--- src/rtl/cache_pkg.sv ---
package cache_pkg;
  typedef struct packed {
    logic touch;       // hit: update recency
    logic wrHit;       // hit: merge write bytes, set dirty
    logic grabVictim;  // miss: latch chosen victim way
    logic selWb;       // drive victim block address to memory
    logic fill;        // install returned block
  } dpCtl_t;

  typedef enum logic [1:0] {S_IDLE, S_WB, S_FILL} ctlState_t;
endpackage

--- src/rtl/cache_dp.sv ---
module cache_dp
  import cache_pkg::*;
#(
  parameter int ADDR_W = 10,
  parameter int WORDS  = 2,
  parameter int SETS   = 4
) (
  input  logic                          clk,
  input  logic                          rstN,
  input  dpCtl_t                        ctl,
  input  logic [ADDR_W-1:0]             cpuAddr,
  input  logic [31:0]                   cpuWData,
  input  logic [3:0]                    cpuBe,
  input  logic [32*WORDS-1:0]           memRData,
  output logic                          hit,
  output logic                          victimDirty,
  output logic [31:0]                   cpuRData,
  output logic [ADDR_W-$clog2(WORDS)-3:0] memAddr,
  output logic [32*WORDS-1:0]           memWData
);
  localparam int WSEL_W = $clog2(WORDS);
  localparam int OFF_W  = WSEL_W + 2;
  localparam int IDX_W  = $clog2(SETS);
  localparam int TAG_W  = ADDR_W - OFF_W - IDX_W;
  localparam int BLK_W  = 32 * WORDS;

  logic [TAG_W-1:0] tagQ  [SETS][2];
  logic [BLK_W-1:0] dataQ [SETS][2];
  logic [1:0]       validQ [SETS];
  logic [1:0]       dirtyQ [SETS];
  logic [SETS-1:0]  lruQ;
  logic             vicQ;

  logic [IDX_W-1:0]  idx;
  logic [TAG_W-1:0]  tagIn;
  logic [WSEL_W-1:0] wsel;
  logic [1:0]        hitVec;
  logic              hitWay;
  logic              vicNow;
  logic [BLK_W-1:0]  hitBlk;
  logic [BLK_W-1:0]  wrBlk;
  logic              unusedLow;

  assign idx       = cpuAddr[OFF_W +: IDX_W];
  assign tagIn     = cpuAddr[ADDR_W-1 -: TAG_W];
  assign wsel      = cpuAddr[2 +: WSEL_W];
  assign unusedLow = ^cpuAddr[1:0];

  for (genvar w = 0; w < 2; w++) begin : g_cmp
    assign hitVec[w] = validQ[idx][w] && (tagQ[idx][w] == tagIn);
  end

  assign hit    = |hitVec;
  assign hitWay = hitVec[1];
  assign vicNow = !validQ[idx][0] ? 1'b0 :
                  !validQ[idx][1] ? 1'b1 : lruQ[idx];
  assign victimDirty = validQ[idx][vicNow] && dirtyQ[idx][vicNow];

  assign hitBlk   = dataQ[idx][hitWay];
  assign cpuRData = hitBlk[wsel*32 +: 32];
  assign memAddr  = ctl.selWb ? {tagQ[idx][vicQ], idx} : {tagIn, idx};
  assign memWData = dataQ[idx][vicQ];

  always_comb begin
    wrBlk = hitBlk;
    for (int b = 0; b < 4; b++) begin
      if (cpuBe[b]) wrBlk[wsel*32 + b*8 +: 8] = cpuWData[b*8 +: 8];
    end
  end

  always_ff @(posedge clk) begin
    if (!rstN) begin
      for (int s = 0; s < SETS; s++) begin
        validQ[s] <= '0;
        dirtyQ[s] <= '0;
      end
      lruQ <= '0;
      vicQ <= 1'b0;
    end else begin
      if (ctl.grabVictim) vicQ <= vicNow;
      if (ctl.touch) lruQ[idx] <= ~hitWay;
      if (ctl.wrHit) dirtyQ[idx][hitWay] <= 1'b1;
      if (ctl.fill) begin
        validQ[idx][vicQ] <= 1'b1;
        dirtyQ[idx][vicQ] <= 1'b0;
      end
    end
  end

  always_ff @(posedge clk) begin
    if (ctl.wrHit) dataQ[idx][hitWay] <= wrBlk;
    if (ctl.fill) begin
      dataQ[idx][vicQ] <= memRData;
      tagQ[idx][vicQ]  <= tagIn;
    end
  end
endmodule

--- src/rtl/cache_ctrl.sv ---
module cache_ctrl
  import cache_pkg::*;
(
  input  logic   clk,
  input  logic   rstN,
  input  logic   cpuRd,
  input  logic   cpuWr,
  input  logic   hit,
  input  logic   victimDirty,
  input  logic   memAck,
  output dpCtl_t ctl,
  output logic   cpuHit,
  output logic   cpuStall,
  output logic   memReq,
  output logic   memWe
);
  ctlState_t st, nxt;

  always_ff @(posedge clk) begin
    if (!rstN) st <= S_IDLE;
    else       st <= nxt;
  end

  always_comb begin
    ctl      = '0;
    cpuHit   = 1'b0;
    cpuStall = 1'b0;
    memReq   = 1'b0;
    memWe    = 1'b0;
    nxt      = st;
    unique case (st)
      S_IDLE: begin
        if (cpuRd || cpuWr) begin
          if (hit) begin
            cpuHit    = 1'b1;
            ctl.touch = 1'b1;
            ctl.wrHit = cpuWr;
          end else begin
            cpuStall       = 1'b1;
            ctl.grabVictim = 1'b1;
            nxt            = victimDirty ? S_WB : S_FILL;
          end
        end
      end
      S_WB: begin
        cpuStall  = 1'b1;
        memReq    = 1'b1;
        memWe     = 1'b1;
        ctl.selWb = 1'b1;
        if (memAck) nxt = S_FILL;
      end
      S_FILL: begin
        cpuStall = 1'b1;
        memReq   = 1'b1;
        if (memAck) begin
          ctl.fill = 1'b1;
          nxt      = S_IDLE;
        end
      end
      default: nxt = S_IDLE;
    endcase
  end
endmodule

--- src/rtl/cache_2way.sv ---
module cache_2way
  import cache_pkg::*;
#(
  parameter int ADDR_W = 10,
  parameter int WORDS  = 2,
  parameter int SETS   = 4
) (
  input  logic                            clk,
  input  logic                            rstN,
  input  logic                            cpuRd,
  input  logic                            cpuWr,
  input  logic [ADDR_W-1:0]               cpuAddr,
  input  logic [31:0]                     cpuWData,
  input  logic [3:0]                      cpuBe,
  output logic [31:0]                     cpuRData,
  output logic                            cpuHit,
  output logic                            cpuStall,
  output logic                            memReq,
  output logic                            memWe,
  output logic [ADDR_W-$clog2(WORDS)-3:0] memAddr,
  output logic [32*WORDS-1:0]             memWData,
  input  logic [32*WORDS-1:0]             memRData,
  input  logic                            memAck
);
  dpCtl_t ctl;
  logic   hit;
  logic   victimDirty;

  cache_ctrl u_ctrl (
    .clk(clk), .rstN(rstN), .cpuRd(cpuRd), .cpuWr(cpuWr),
    .hit(hit), .victimDirty(victimDirty), .memAck(memAck),
    .ctl(ctl), .cpuHit(cpuHit), .cpuStall(cpuStall),
    .memReq(memReq), .memWe(memWe)
  );

  cache_dp #(.ADDR_W(ADDR_W), .WORDS(WORDS), .SETS(SETS)) u_dp (
    .clk(clk), .rstN(rstN), .ctl(ctl), .cpuAddr(cpuAddr),
    .cpuWData(cpuWData), .cpuBe(cpuBe), .memRData(memRData),
    .hit(hit), .victimDirty(victimDirty), .cpuRData(cpuRData),
    .memAddr(memAddr), .memWData(memWData)
  );
endmodule

--- config.mk ---
export PLATFORM = sky130hd
export DESIGN_NAME = cache_2way
export DESIGN_NICKNAME = d
export VERILOG_FILES = /design/src/rtl/cache_pkg.sv /design/src/rtl/cache_dp.sv /design/src/rtl/cache_ctrl.sv /design/src/rtl/cache_2way.sv
export SDC_FILE = /design/constraint.sdc
export NUM_CORES = 1
export LEC_CHECK = 0
export ABC_AREA = 1
export BUFFER_PORTS_ARGS = -buffer_cell sky130_fd_sc_hd__buf_2
export CORE_MARGIN = 1.5
export CORE_UTILIZATION = 30
export CTS_CLUSTER_DIAMETER = 200
export DETAILED_ROUTE_END_ITERATION = 12
export PLACE_DENSITY = 0.55
export SLEW_MARGIN = 20
export SYNTH_ARGS = -nofsm -noshare
export SYNTH_HDL_FRONTEND = slang
export SYNTH_HIERARCHICAL = 1
export SYNTH_SLANG_ARGS = --single-unit
export TNS_END_PERCENT = 1
--- constraint.sdc ---
create_clock -name clk -period 7 [get_ports clk]
set_clock_uncertainty 0.2 [all_clocks]
set_input_delay 1.05 -clock clk [delete_from_list [all_inputs] [get_ports clk]]
set_output_delay 1.05 -clock clk [all_outputs]
set_load 0.02 [all_outputs]
* After elaboration in Yosys (flattened, before gate mapping)
Memory sizes are Yosys's and may differ from the RTL's.
Index checks and enable logic that the tools add are counted.
** Operators by class
- $add $sub $neg :: 7
- Order comparisons :: 11
- Equality and inequality tests :: 8
- Shift-type cells :: 9
- Multiplexer cells :: 204
- Bitwise operators :: 133
- Reduce and logical (&&, ||, !) cells :: 15
** Operators with widths (count)
- two-way mux 64 bit :: 12
- bitwise mux 64 bit :: 4
- two-way mux 128 bit :: 2
- variable shift 8 x 34 -> 64 bit, first input constant :: 4
- indexed part select 8 x 34 -> 64 bit :: 4
- two-way mux 1 bit :: 154
- OR 1 bit :: 130
- demux 64 bit (select 1 bit) :: 2
- negation 32 -> 34 bit :: 3
- indexed part select 64 x 7 -> 32 bit :: 1
- negation 6 -> 34 bit :: 1
- two-way mux 2 bit :: 14
- two-way mux 5 bit :: 4
- adder 6 x 5 -> 7 bit, second input constant :: 2
- equality test 5 bit :: 2
- two-way mux 10 bit :: 1
- logical AND 1 bit :: 8
- OR reduction 2 bit :: 4
- adder 6 x 4 -> 7 bit, second input constant :: 1
- two-way mux 7 bit :: 1
- < comparator 1 x 2 -> 1 bit, second input constant :: 3
- two-way mux 3 bit :: 2
- != test 2 bit, second input constant :: 3
- case mux 2 bit (3 select lines) :: 1
- 19 further kinds :: 24
** Storage, ports and cells
- Register bits :: 7
- Bits in writable memories :: 568
- Bits of input ports :: 115
- Output and inout bits :: 107
- Logic and storage cells :: 394
- Memories :: 4
** Memories
- u_dp.dataQ :: depth 4, bits a word 128, read ports 1, clocked after memory_dff 0, wr ports 1, line cache_dp.sv:28 : logic [BLK_W-1:0] dataQ [SETS][2];
- u_dp.tagQ :: depth 4, bits a word 10, read ports 1, clocked after memory_dff 0, wr ports 1, line cache_dp.sv:27 : logic [TAG_W-1:0] tagQ [SETS][2];
- u_dp.dirtyQ :: depth 4, bits a word 2, read ports 1, clocked after memory_dff 0, wr ports 4, line cache_dp.sv:30 : logic [1:0] dirtyQ [SETS];
- u_dp.validQ :: depth 4, bits a word 2, read ports 1, clocked after memory_dff 0, wr ports 4, line cache_dp.sv:29 : logic [1:0] validQ [SETS];

* Depth between registers and ports, before layout
Gate-level depths: netlist of run 1.
An unclocked memory read counts as a cell.
- Word-level depth :: 16
- Mapped depth :: 22
- Gate-level depth less buffers :: 18

* By module
Netlist of run 1, hierarchy kept.
** By module, submodules not included
- cache_dp :: times used 1, cells an instance 2509, area an instance 26106.3 µm², seq. area each 17156.5 µm²
- cache_ctrl :: times used 1, cells an instance 42, area an instance 281.5 µm², seq. area each 40.0 µm²

* Worst setup path after synthesis of run 1
Ideal clock, no wire load.
- Kind :: input to register
- Start :: in cpuAddr[3]
- End :: mem u_dp/dataQ[0][100] in the netlist's numbering (enable)
- Library setup time :: 0.486 ns
- Data arrival time :: 5.498 ns
- Required time :: 6.314 ns
- Path slack :: 0.816 ns
- Stages on the path :: 14
- Path buffers :: 3
- Cells stage by stage :: buf_4 nor2_1 buf_2 buf_1 a22oi_1 nand2_1 nor2_1 a211oi_1 nand3_1 nand2_1 inv_2 nor2_1 a21oi_1 nor2_1
** RTL lines
- start, declared :: line cache_2way.sv:12 : input logic [ADDR_W-1:0] cpuAddr,
- end, declared :: line cache_dp.sv:28

* Worst setup path after layout of run 1
- Start :: in cpuAddr[3]
- End :: out cpuRData[27]
** On the way
- Word-level cells in the longest chain between the ends :: 8
- Elaborated cells between the ends (all ways) :: 10
- Those cells by class :: 1 x eq/ne; 1 x shift; 3 x mux; 1 x bitwise; 1 x reduce/logical; 3 x memory
** RTL lines
- memory read (4 x 10 bit)
- equality test 5 bit :: line cache_dp.sv:50 : assign hitVec[w] = validQ[idx][w] && (tagQ[idx][w] == tagIn);
- logical AND 1 bit :: line cache_dp.sv:50
- NOT 1 -> 2 bit (implied by the code) :: line cache_dp.sv:59 : assign hitBlk = dataQ[idx][hitWay];
- two-way mux 64 bit (implied by the code) (*) (3 in series) :: line cache_dp.sv:59
- indexed part select 64 x 7 -> 32 bit (*) :: line cache_dp.sv:60 : assign cpuRData = hitBlk[wsel*32 +: 32];
- end, declared :: line cache_2way.sv:15 : output logic [31:0] cpuRData,
Every way passes the cells marked *; elsewhere a longest branch is shown, timed or not. The select of a mux whose other input is x is not followed.

==> metrics.txt, run 1 <==
top cells by area, synth edfxtp_1, nand2_1, nand3_1, mux2i_1, nor2_1; global-route wire length before repair between 100,000 and 150,000 um; Placed Area 0.0288 sq mm; area of the core ~0.087 sq mm; Leak between 10 and 15 nW; Gate Count Post-Synth approximately 2,600; TritonRoute pass-1 iters 5; clk buf depth 3; Area Overhead vs Synth 16.9%; CTS buffer count 66; Ys Warns 6; Post-CTS Resized 0; vias per cell between 5 and 6; RSZ-0062 raised after global routing no; grt ovf 0; Syn Nets roughly 2,700; Nets 2,862; Detail Route Antenna Nets 0; post-synth top area share 64.6%; max_cap viols 0; fillcell total ~8,800; status completed; max-slew violations 0; final instance area 0.0309 sq mm; reg-to-reg setup timing slack ~2600 ps; largest net degree at the start of global routing approximately 140; clock root buffer clkbuf_16; Die Wd 300 um; routed wire length ~95,000 um; Max Clk Rate 0.179 GHz; vias in the first global route approximately 18,000; Crit Path Class input port to output pin; CP arrival approximately 4400 ps; GP Congestion roughly 0.85; Tcrit/Tclk final between 70% and 80%; worst r2r path cells 14; # DRC 0; post-detail-place hpwl about 61,000 um; die footprint between 0.08 and 0.09 sq mm; CP Launch Type input port; Worst Path Max Fanout 38; dpl ws roughly 1100 ps; hold buffer count at cts 0; final std cells w/o fill 3,945; Clk pin slew, worst setup/hold paths roughly 60 ps; Iter 0 DRT Violations 2,416; post-synthesis sequential area ratio about 65%; Hold Crit Depth 2; CP cell instances buf_2 -> nand2_4 -> clkinv_2 -> buf_4 -> a221oi_1 -> nand2_1 -> nand3_1 -> nand2_1 -> buf_2; leading area contributor after synthesis edfxtp_1; worst setup margin 1400 ps; Die Height 300 um; TritonCTS Sinks approximately 580; CP top delay family buffers and inverters; Max stage delay on crit path around 730 ps; Yosys cell types 37; number of flops mapped to enable cells by yosys 568; Period minus WS final roughly 5600 ps; total track usage between 20% and 30%; worst rel slew slack between 20% and 30%; Setup TNS 0 ps; Hold Crit Class flip-flop to flip-flop; initial core utilization between 30% and 40%; VDD IR max roughly 0.16 mV; Pwr Density about 290 mW/mm^2; synthesized area 0.0264 sq mm; ys flop type edfxtp_1; Buffers on Ports ~220; Clock Latency Late Sink ~600 ps; WP data required approximately 5800 ps; CTS tree built; WL/cell roughly 24 um; Syn Area/Cell 10.3 sq um; placed insts about 3,800; Worst-Margin Slew 1160 ps; initial antenna violation count 14; Crit. End Element output pin; H-tree Lvls 3; number of setup violations in the final report 0; ys async rst share 0%; Slowest cell on crit path clkinv_2; Via Count 20,172; # IOs around 220; FP Rows around 110; buffer and inverter count on the worst path 4; final hold violation count 0; Critical Path Stages 9; #FFs+latches synth ~580; Post-CTS Setup Inserts 0; layout cell share with drive strength beyond 1 between 10% and 20%
power breakdown:
part           leakage (nW)  switching, mW  internal, mW
Clock                 0.982           1.36          1.94
Sequential             5.23         0.0615          4.03
Combinational          6.42           1.12         0.372
Total                  12.6           2.53          6.34
placed cells by master, fill, tap and decap left out, types with 38 or more instances in the layout:
master | Yosys | layout
nand2_1 | 983 | 981
a22o_1 | 38 | 38
mux2i_1 | 64 | 64
a221oi_1 | 67 | 67
clkbuf_16 | 0 | 69
edfxtp_1 | 568 | 568
buf_2 | 34 | 219
nor3_1 | 58 | 58
nand3_1 | 196 | 196
nor2_1 | 165 | 155
inv_1 | 154 | 152
worst reg2reg max path: stages, from the launching register on:
cell and delay [ps]:
edfxtp_1 360, nand2_1 70, nand2_1 70, nand2_1 100, nand2_1 100, nand2_1 70, nand2_1 50, nor2_1 180
nand3_4 610, nand2_1 400, inv_2 80, nor2_1 350, a21oi_1 340, nor2_4 630, buf_4 400
kinds of logic after synthesis:
logic type / Yosys count / share of synthesized area, %
and+or+nand+nor: 1434 / 22.3
muxes: 64 / 2.43
xor gates and xnor gates: 2 / 0.0664
adders and majority gates: 5 / 0.237
buffers and inverters: 300 / 4.76
AOI/OAI and AO/OA: 171 / 5.05
DFF: 575 / 65.2
flip-flops by register name, summed over array words and instances, names as in the netlist:
name	flops
u_dp/validQ	8
u_dp/vicQ	1
u_dp/lruQ	4
u_dp/tagQ	40
u_ctrl/st	2
u_dp/dataQ	512
u_dp/dirtyQ	8
worst paths after layout:
kind,from,to
setup / recovery,cpuAddr[3],cpuRData[27]
hold / removal,u_dp/lruQ[1],u_dp/lruQ[1]
setup reg to reg,u_dp/tagQ[3][4],u_dp/dataQ[2][62]
hold reg to reg,u_dp/lruQ[1],u_dp/lruQ[1]
cell usage after synthesis, types with 2 or more instances:
library cell	n
a21oi_2	2
buf_6	7
nor3_1	58
o22ai_1	7
ha_1	5
buf_1	14
dfxtp_1	7
a22o_1	38
nand3_2	22
a21oi_1	12
clkbuf_1	73
edfxtp_1	568
nor2_1	165
buf_2	34
o21ai_0	27
a22oi_1	11
mux2i_1	64
inv_1	154
xor2_1	2
nand2_2	2
nor2_2	2
a221oi_1	67
buf_4	9
inv_2	9
nand2_1	983
and3_1	3
nand3_1	196
stage by stage:
| step | utilization [%] | hold WS [ps] | power, mW |
|---|---|---|---|
| floorplan | - | 303 | 5.01 |
| global placement | 33.1 | 324 | 5.63 |
| detailed placement | 33.1 | 329 | 5.64 |
| CTS | 35.5 | 347 | 8.92 |
| global route | 35.5 | 412 | 9.17 |
| finish | 35.5 | 345 | 8.87 |
metal layers:
layer / share of wire (%) / track usage, %
met3: 11 / 5.97
met4: 1.9 / 4.71
met2: 44 / 31.2
met1: 43 / 29.6
met5: 0.026 / 0
cell type report:
class / count / area (sq um) / share of cell area, %
inverter: 163 / 614 / 1.99
antenna: 3 / 7.51 / 0.0243
clock buffer: 84 / 1780 / 5.78
clock inverter: 29 / 244 / 0.791
multi-input combinational: 1676 / 8050 / 26.1
sequential: 575 / 17200 / 55.7
tap: 1155 / 1450 / 4.68
timing repair buffer: 260 / 1520 / 4.91
(Power assumes the default switching activity.)
==> inputs of run 2 (changes only) <==
- PLACE_DENSITY: 0.55 -> 0.56
- clock period: 7 -> 5.14 ns (I/O delays scaled with it)
==> run 2 against run 1 <==
Global-route usage is 0.28 points lower. Setup slack worse by 880 ps. Sequential power is 36% higher. Wire length is 1.3% lower. Combinational power is 39% higher. Utilization is 0.14 points higher. Non-clock buffer count is 18 higher. Count of clock-buffer cells in the layout is 18 lower. Final area is 0.38% higher. Clock power is 31% higher. Critical path depth is 6 higher. Largest cell class unchanged. Highest routed layer unchanged.
==> metrics.txt, run 2 (same netlist as run 1, synthesis figures left out) <==
uppermost layer routed met5; final hold violation count 0 (unchanged); WP data required 4170 ps (-1580 ps); Die Wd 300 um (unchanged); area of the core 0.0870 sq mm (unchanged); Die Height 300 um (unchanged); Detail Route Antenna Nets 0 (unchanged); Switching Share 28.8% (+0.24 points); max-slew violations 0 (unchanged); layout cell share with drive strength beyond 1 15.1% (+0.71 points); Tcrit/Tclk final about 90%; largest register by flop count u_dp/dataQ; Buffers on Ports 219 (unchanged); CTS buffer count 60 (-9.1%); WL/cell 23.7 um (-1.7%); Max Clk Rate around 0.22 GHz; Clk pin slew, worst setup/hold paths 60 ps (about the same); vias per cell 5.05 (-1.2%); Post-CTS Setup Inserts 0 (unchanged); die footprint 0.0897 sq mm (unchanged); TritonCTS Sinks 575 (unchanged); global-route wire length before repair 133,000 um (-0.55%); Hold Startpoint memRData[51]; Pwr Density 386 mW/mm^2 (+34%); initial antenna violation count 9 (-5); clk buf depth 3 (unchanged); largest net degree at the start of global routing 90 (-35%); routed wire length 93,900 um (-1.3%); vias in the first global route 18,499 (+1.4%); Crit. End Element output pin; # IOs 222 (unchanged); CP cell instances buf_2 -> inv_2 -> nand2_1 -> nand2_1 -> nand2_1 -> nand2_1 -> nand2_1 -> nand2_1 -> nor2_1 -> nand3_4 -> buf_4 -> nand2_1 -> nand3_1 -> nand2_1 -> buf_2; most frequent cells in the layout nand2_1, edfxtp_1, buf_2; fillcell total 8,768 (-0.26%); CTS tree built; crit path launch cpuAddr[3]; clock group share of total power 36.2% (-1.0 points); Gate power share 17.3% (+0.5 points); # DRC 0 (unchanged); Leak 12.7 nW (+0.66%); total track usage 20.5% (-0.28 points); Nets 2,874 (+0.42%); Hold Crit Class input port to flip-flop; Net Sw Power 3.44 mW (+36%); Iter 0 DRT Violations 2,123 (-12%); hold buffer count at cts 0 (unchanged); RSZ-0062 raised after global routing no; Clock Latency Late Sink 630 ps (+30 ps); VDD IR max 0.293 mV (+81%); max_cap viols 0 (unchanged); Int Power 8.52 mW (+34%); sequential share of power 46.5% (+0.4 points); Area Overhead vs Synth 17.4%; biggest regs u_dp/dataQ: 512 flops, u_dp/tagQ: 40 flops; commonest non-fill, non-tap cell in the layout nand2_1; Slowest cell on crit path nand3_4; routed length on met3 9970 um (-8.3%); Post-Route M1 WL 40,300 um (-0.83%); routed length on met2 41,800 um (about the same); worst rel slew slack 19.8% (-2.7 points); Via Count 19,999 (-0.86%); CP Launch Type input port; Post-CTS Resized 0 (unchanged); Worst Path Max Fanout 23 (-39%); Worst path most repeated cell nand2_1; Worst-Margin Slew 1200 ps (+40.0 ps); number of setup violations in the final report 0 (unchanged); FP Rows 108 (unchanged); clock root buffer clkbuf_16; Period minus WS final between 4000 and 5000 ps; H-tree Lvls 2 (-1); status completed; grt ovf 0 (unchanged); max reg flops 512 (unchanged); RR Startpoint u_dp/tagQ[2][4]; worst setup margin 526 ps (-876 ps); CP arrival 3640 ps (-710 ps); Crit Path Class input port to output pin; Max stage delay on crit path 410 ps (-320 ps); GP Congestion 0.839 (-0.98%); post-detail-place hpwl 60,900 um (+0.35%); TritonRoute pass-1 iters 6 (+1); initial core utilization 30.3% (unchanged); dpl ws 527 ps (-615 ps); Tot Pwr 12.0 mW (+35%)
## run 2: cell types whose count changed in the layout (fill, tap and decap cells not counted)
cell	previous run	this run
buf_12	9	15
buf_4	32	44
bufinv_16	4	7
clkbuf_1	15	5
clkbuf_16	69	61
clkinv_1	13	16
clkinv_2	9	19
clkinv_4	0	1
clkinvlp_4	3	1
## run 2: stage by stage
step / util (%) / area (sq um) / hold slack, ps / TNS, ps / cells
floorplan: - / 26400 / 303 / -391800 / 2551
global placement: 33.4 / 29000 / 324 / 0 / 3847
detailed placement: 33.4 / 29000 / 334 / 0 / 3847
CTS: 35.6 / 31000 / 271 / 0 / 3957
global route: 35.6 / 31000 / 307 / 0 / 3957
finish: 35.6 / 31000 / 307 / 0 / 3960
## run 2: power by group through the flow
stage	clock [mW]	sequential [mW]	combinational, mW
2_1_floorplan	0	5.62	1.21
3_3_place_gp	0	5.65	2.05
3_5_place_dp	0	5.66	2.06
4_1_cts	4.39	5.56	2.07
5_1_grt	4.55	5.57	2.23
6_report	4.33	5.56	2.07
## run 2: area by class of cell
| cell class | instances | area (sq um) | share of cell area, % |
|---|---|---|---|
| Antenna cell | 3 | 7.51 | 0.0242 |
| Clock buffer | 66 | 1550 | 4.99 |
| Clock inverter | 44 | 389 | 1.26 |
| Inverter | 163 | 614 | 1.98 |
| Multi-Input combinational cell | 1676 | 8050 | 26.0 |
| Sequential cell | 575 | 17200 | 55.5 |
| Tap cell | 1155 | 1450 | 4.67 |
| Timing Repair Buffer | 278 | 1730 | 5.57 |
## run 2: worst paths after layout
path,to,slack [ps],cells after the start
max,cpuRData[29],530,15
min,u_dp/dataQ[0][115],310,3
max reg2reg,u_dp/dataQ[0][87],1490,15
min reg2reg,u_dp/lruQ[2],350,2
## run 2: worst max-delay path, delay by kind of cell
family	cells	cell delay, ps
simple gates	11	1660
buf+inv	4	1160
## run 2: metal layers
metal,vias to the layer above,track usage (%)
met5,-,0
met4,2,4.79
met3,112,5.70
met2,904,31.3
met1,9825,28.8
li1,9156,-
==> inputs of run 3 (changes only) <==
- SYNTH_HIERARCHICAL: 1 -> default
==> run 3 against run 2 <==
Register-to-register slack better by 330 ps. First-iteration DRC count is 18% lower. Non-clock buffer count is 6 higher. Critical path depth is 1 lower. Count of clock-buffer cells in the layout is 13 higher. Wire length is 11% lower. Die area is 3.2% lower. Flip-flop and latch count stayed put. Final area is 2.6% lower. Sequential share of layout area is 1.5 points higher. Total power is 7.1% lower. Via count is 7.0% lower. Critical path type unchanged. Critical endpoint is now cpuRData[27]. Largest cell class unchanged. Largest power group unchanged.
==> metrics.txt, run 3 <==
status completed; ys async rst share 0% (unchanged); Area Overhead vs Synth 18.2%; Leak 11.6 nW (-9.0%); Die Height 295 um (-1.6%); clock root buffer clkbuf_16; main combinational cell family by area after synthesis simple AND/OR/NAND/NOR gates; total track usage 19.0% (-1.4 points); Yosys cell types 34 (-8.1%); RR Startpoint u_dp.vicQ; max_cap viols 0 (unchanged); global-route wire length before repair 120,000 um (-9.5%); hold buffer count at cts 0 (unchanged); Pwr Density 368 mW/mm^2 (-4.6%); Worst Path Max Fanout 36 (+57%); Period minus WS final 4540 ps (-77.3 ps); CTS tree built; WP data required 4170 ps (about the same); number of setup violations in the final report 0 (unchanged); Synth Area in XOR/XNOR 0% (-0.066 points); post-synth top area share 66.8% (+2.2 points); Post-CTS Resized 0 (unchanged); Buffers on Ports 219 (unchanged); TritonCTS Sinks 575 (unchanged); post-detail-place hpwl 52,700 um (-13%); vias in the first global route 17,275 (-6.6%); initial core utilization 30.4% (+0.078 points); count leader, synth nand2_1; Syn Area/Cell 11.0 sq um (+6.4%); Ys Warns 0 (-6); worst rel slew slack 25.9% (+6.1 points); Hold Startpoint u_dp.lruQ[1]; Die Wd 295 um (-1.6%); H-tree Lvls 2 (unchanged); largest register by flop count u_dp.dataQ; final instance area 0.0302 sq mm (-2.6%); VDD IR max 0.286 mV (-2.3%); synthesized area 0.0255 sq mm (-3.3%); CP Launch Type input port; Iter 0 DRT Violations 1,747 (-18%); vias per cell 5.01 (-0.85%); Syn Nets 2,437 (-8.8%); top cells by area, synth edfxtp_1, nand2_1, a22oi_1, a221oi_1, o21ai_2; reg-to-reg setup timing slack 1820 ps (+330 ps); Via Count 18,592 (-7.0%); CTS buffer count 61 (+1.7%); RSZ-0062 raised after global routing no; commonest non-fill, non-tap cell in the layout nand2_1; post-synthesis sequential area ratio 67.4% (+2.2 points); Crit. End Element output pin; Clock Latency Late Sink 680 ps (+50 ps); Detail Route Antenna Nets 0 (unchanged); Crit Path Class input port to output pin; WL/cell 22.5 um (-4.9%); most frequent cells in the layout nand2_1, edfxtp_1, buf_2; clk buf depth 3 (unchanged); biggest regs u_dp.dataQ: 512 flops, u_dp.tagQ: 40 flops; final hold violation count 0 (unchanged); # IOs 222 (unchanged); area of the core 0.0840 sq mm (-3.5%); number of flops mapped to enable cells by yosys 568 (unchanged); TritonRoute pass-1 iters 5 (-1); Placed Area 0.0283 sq mm (-2.6%); # DRC 0 (unchanged); CP arrival 3570 ps (-70 ps); Simple-Gate Fraction of Synth Area 16.8% (-5.5 points); Tcrit/Tclk final 88.3% (-1.5 points); GP Congestion 0.823 (-2.0%); largest net degree at the start of global routing 77 (-14%); Nets 2,642 (-8.1%); Max Clk Rate 0.220 GHz (+1.7%); max reg flops 512 (unchanged); FP Rows 106 (-1.9%); max-slew violations 0 (unchanged); Post-CTS Setup Inserts 0 (unchanged); routed wire length 83,700 um (-11%); Worst-Margin Slew 1110 ps (-91.4 ps); placed insts 3,594 (-6.6%); #FFs+latches synth 575 (unchanged); layout cell share with drive strength beyond 1 17.8% (+2.6 points); die footprint 0.0868 sq mm (-3.2%); Gate Count Post-Synth 2,318 (-9.1%); Tot Pwr 11.1 mW (-7.1%); Hold Crit Class flip-flop to flip-flop; grt ovf 0 (unchanged); crit path launch cpuAddr[3]; final std cells w/o fill 3,713 (-6.2%); ys flop type edfxtp_1; synth cell count leaders nand2_1, edfxtp_1, a22oi_1, o21ai_0, clkbuf_1; Final Util 35.9% (+0.35 points); multiplexer share of the synthesized area 1.26% (-1.2 points); initial antenna violation count 14 (+5); leading area contributor after synthesis edfxtp_1; Compound-Gate Fraction of Synth Area 11.0% (+5.9 points); adder-cell share of the synthesized area 0.196% (-0.041 points); Clk pin slew, worst setup/hold paths 60 ps (about the same)
## run 3: cell count changes in the layout (fill, tap and decap cells not counted), sizes merged, moves of 6 or more
cell    delta
inv      -116
nor2     -121
nor3      -54
clkbuf    +13
bufinv     -6
nand4      +8
or2        +6
a22oi     +97
buf        +6
a22o      -38
mux2i     -32
o21ai    +185
nand3    -162
## run 3: final cells by class
class,count,area (sq um)
inverter,53,210
tap,1134,1420
clock buffer,79,1600
clock inverter,35,265
sequential,575,17200
antenna,5,12.5
timing repair buffer,284,1930
fill,8362,53800
multi-input combinational,1548,7530
## run 3: power by group
part	internal, mW	switching [mW]
Combinational	0.408	1.16
Sequential	5.38	0.0319
Clock	2.26	1.87
## run 3: worst paths after layout
check,end,cells past startpoint
max,cpuRData[27],14
min,u_dp.lruQ[1],2
max reg2reg,u_dp.dataQ[0][33],7
min reg2reg,u_dp.lruQ[1],2
## run 3: logic make-up after synthesis
| logic type | Yosys count |
|---|---|
| simple gates | 1105 |
| flops | 575 |
| compound gates | 407 |
| buf+inv | 195 |
| mux | 32 |
| fa+ha+maj | 4 |
## run 3: per-layer routing
| metal | wire, um | global-route usage, % | part of all wire [%] |
|---|---|---|---|
| met1 | 36100 | 26.4 | 43 |
| met2 | 39300 | 31.0 | 47 |
| met3 | 6230 | 3.00 | 7.4 |
| met4 | 1940 | 4.98 | 2.3 |
| met5 | 92 | 0 | 0.11 |
## run 3: stage by stage
| stage | setup TNS (ps) | hold slack [ps] | worst slack (ps) |
|---|---|---|---|
| after global routing | 0 | 268 | 464 |
| after global placement | 0 | 237 | 635 |
| after CTS | 0 | 219 | 614 |
| final | 0 | 255 | 604 |
| after detailed placement | 0 | 241 | 626 |
| after floorplan | -88050 | 225 | -282 |
## run 3: critical path, stage by stage
cell	delay (ps)
buf_2	260
inv_2	270
buf_4	240
nand2_1	60
nand2_1	60
nand2_1	60
nand3_2	110
nand2_1	60
nor2_1	160
nand3_4	170
buf_12	220
o21ai_1	660
mux2i_1	200
buf_2	220
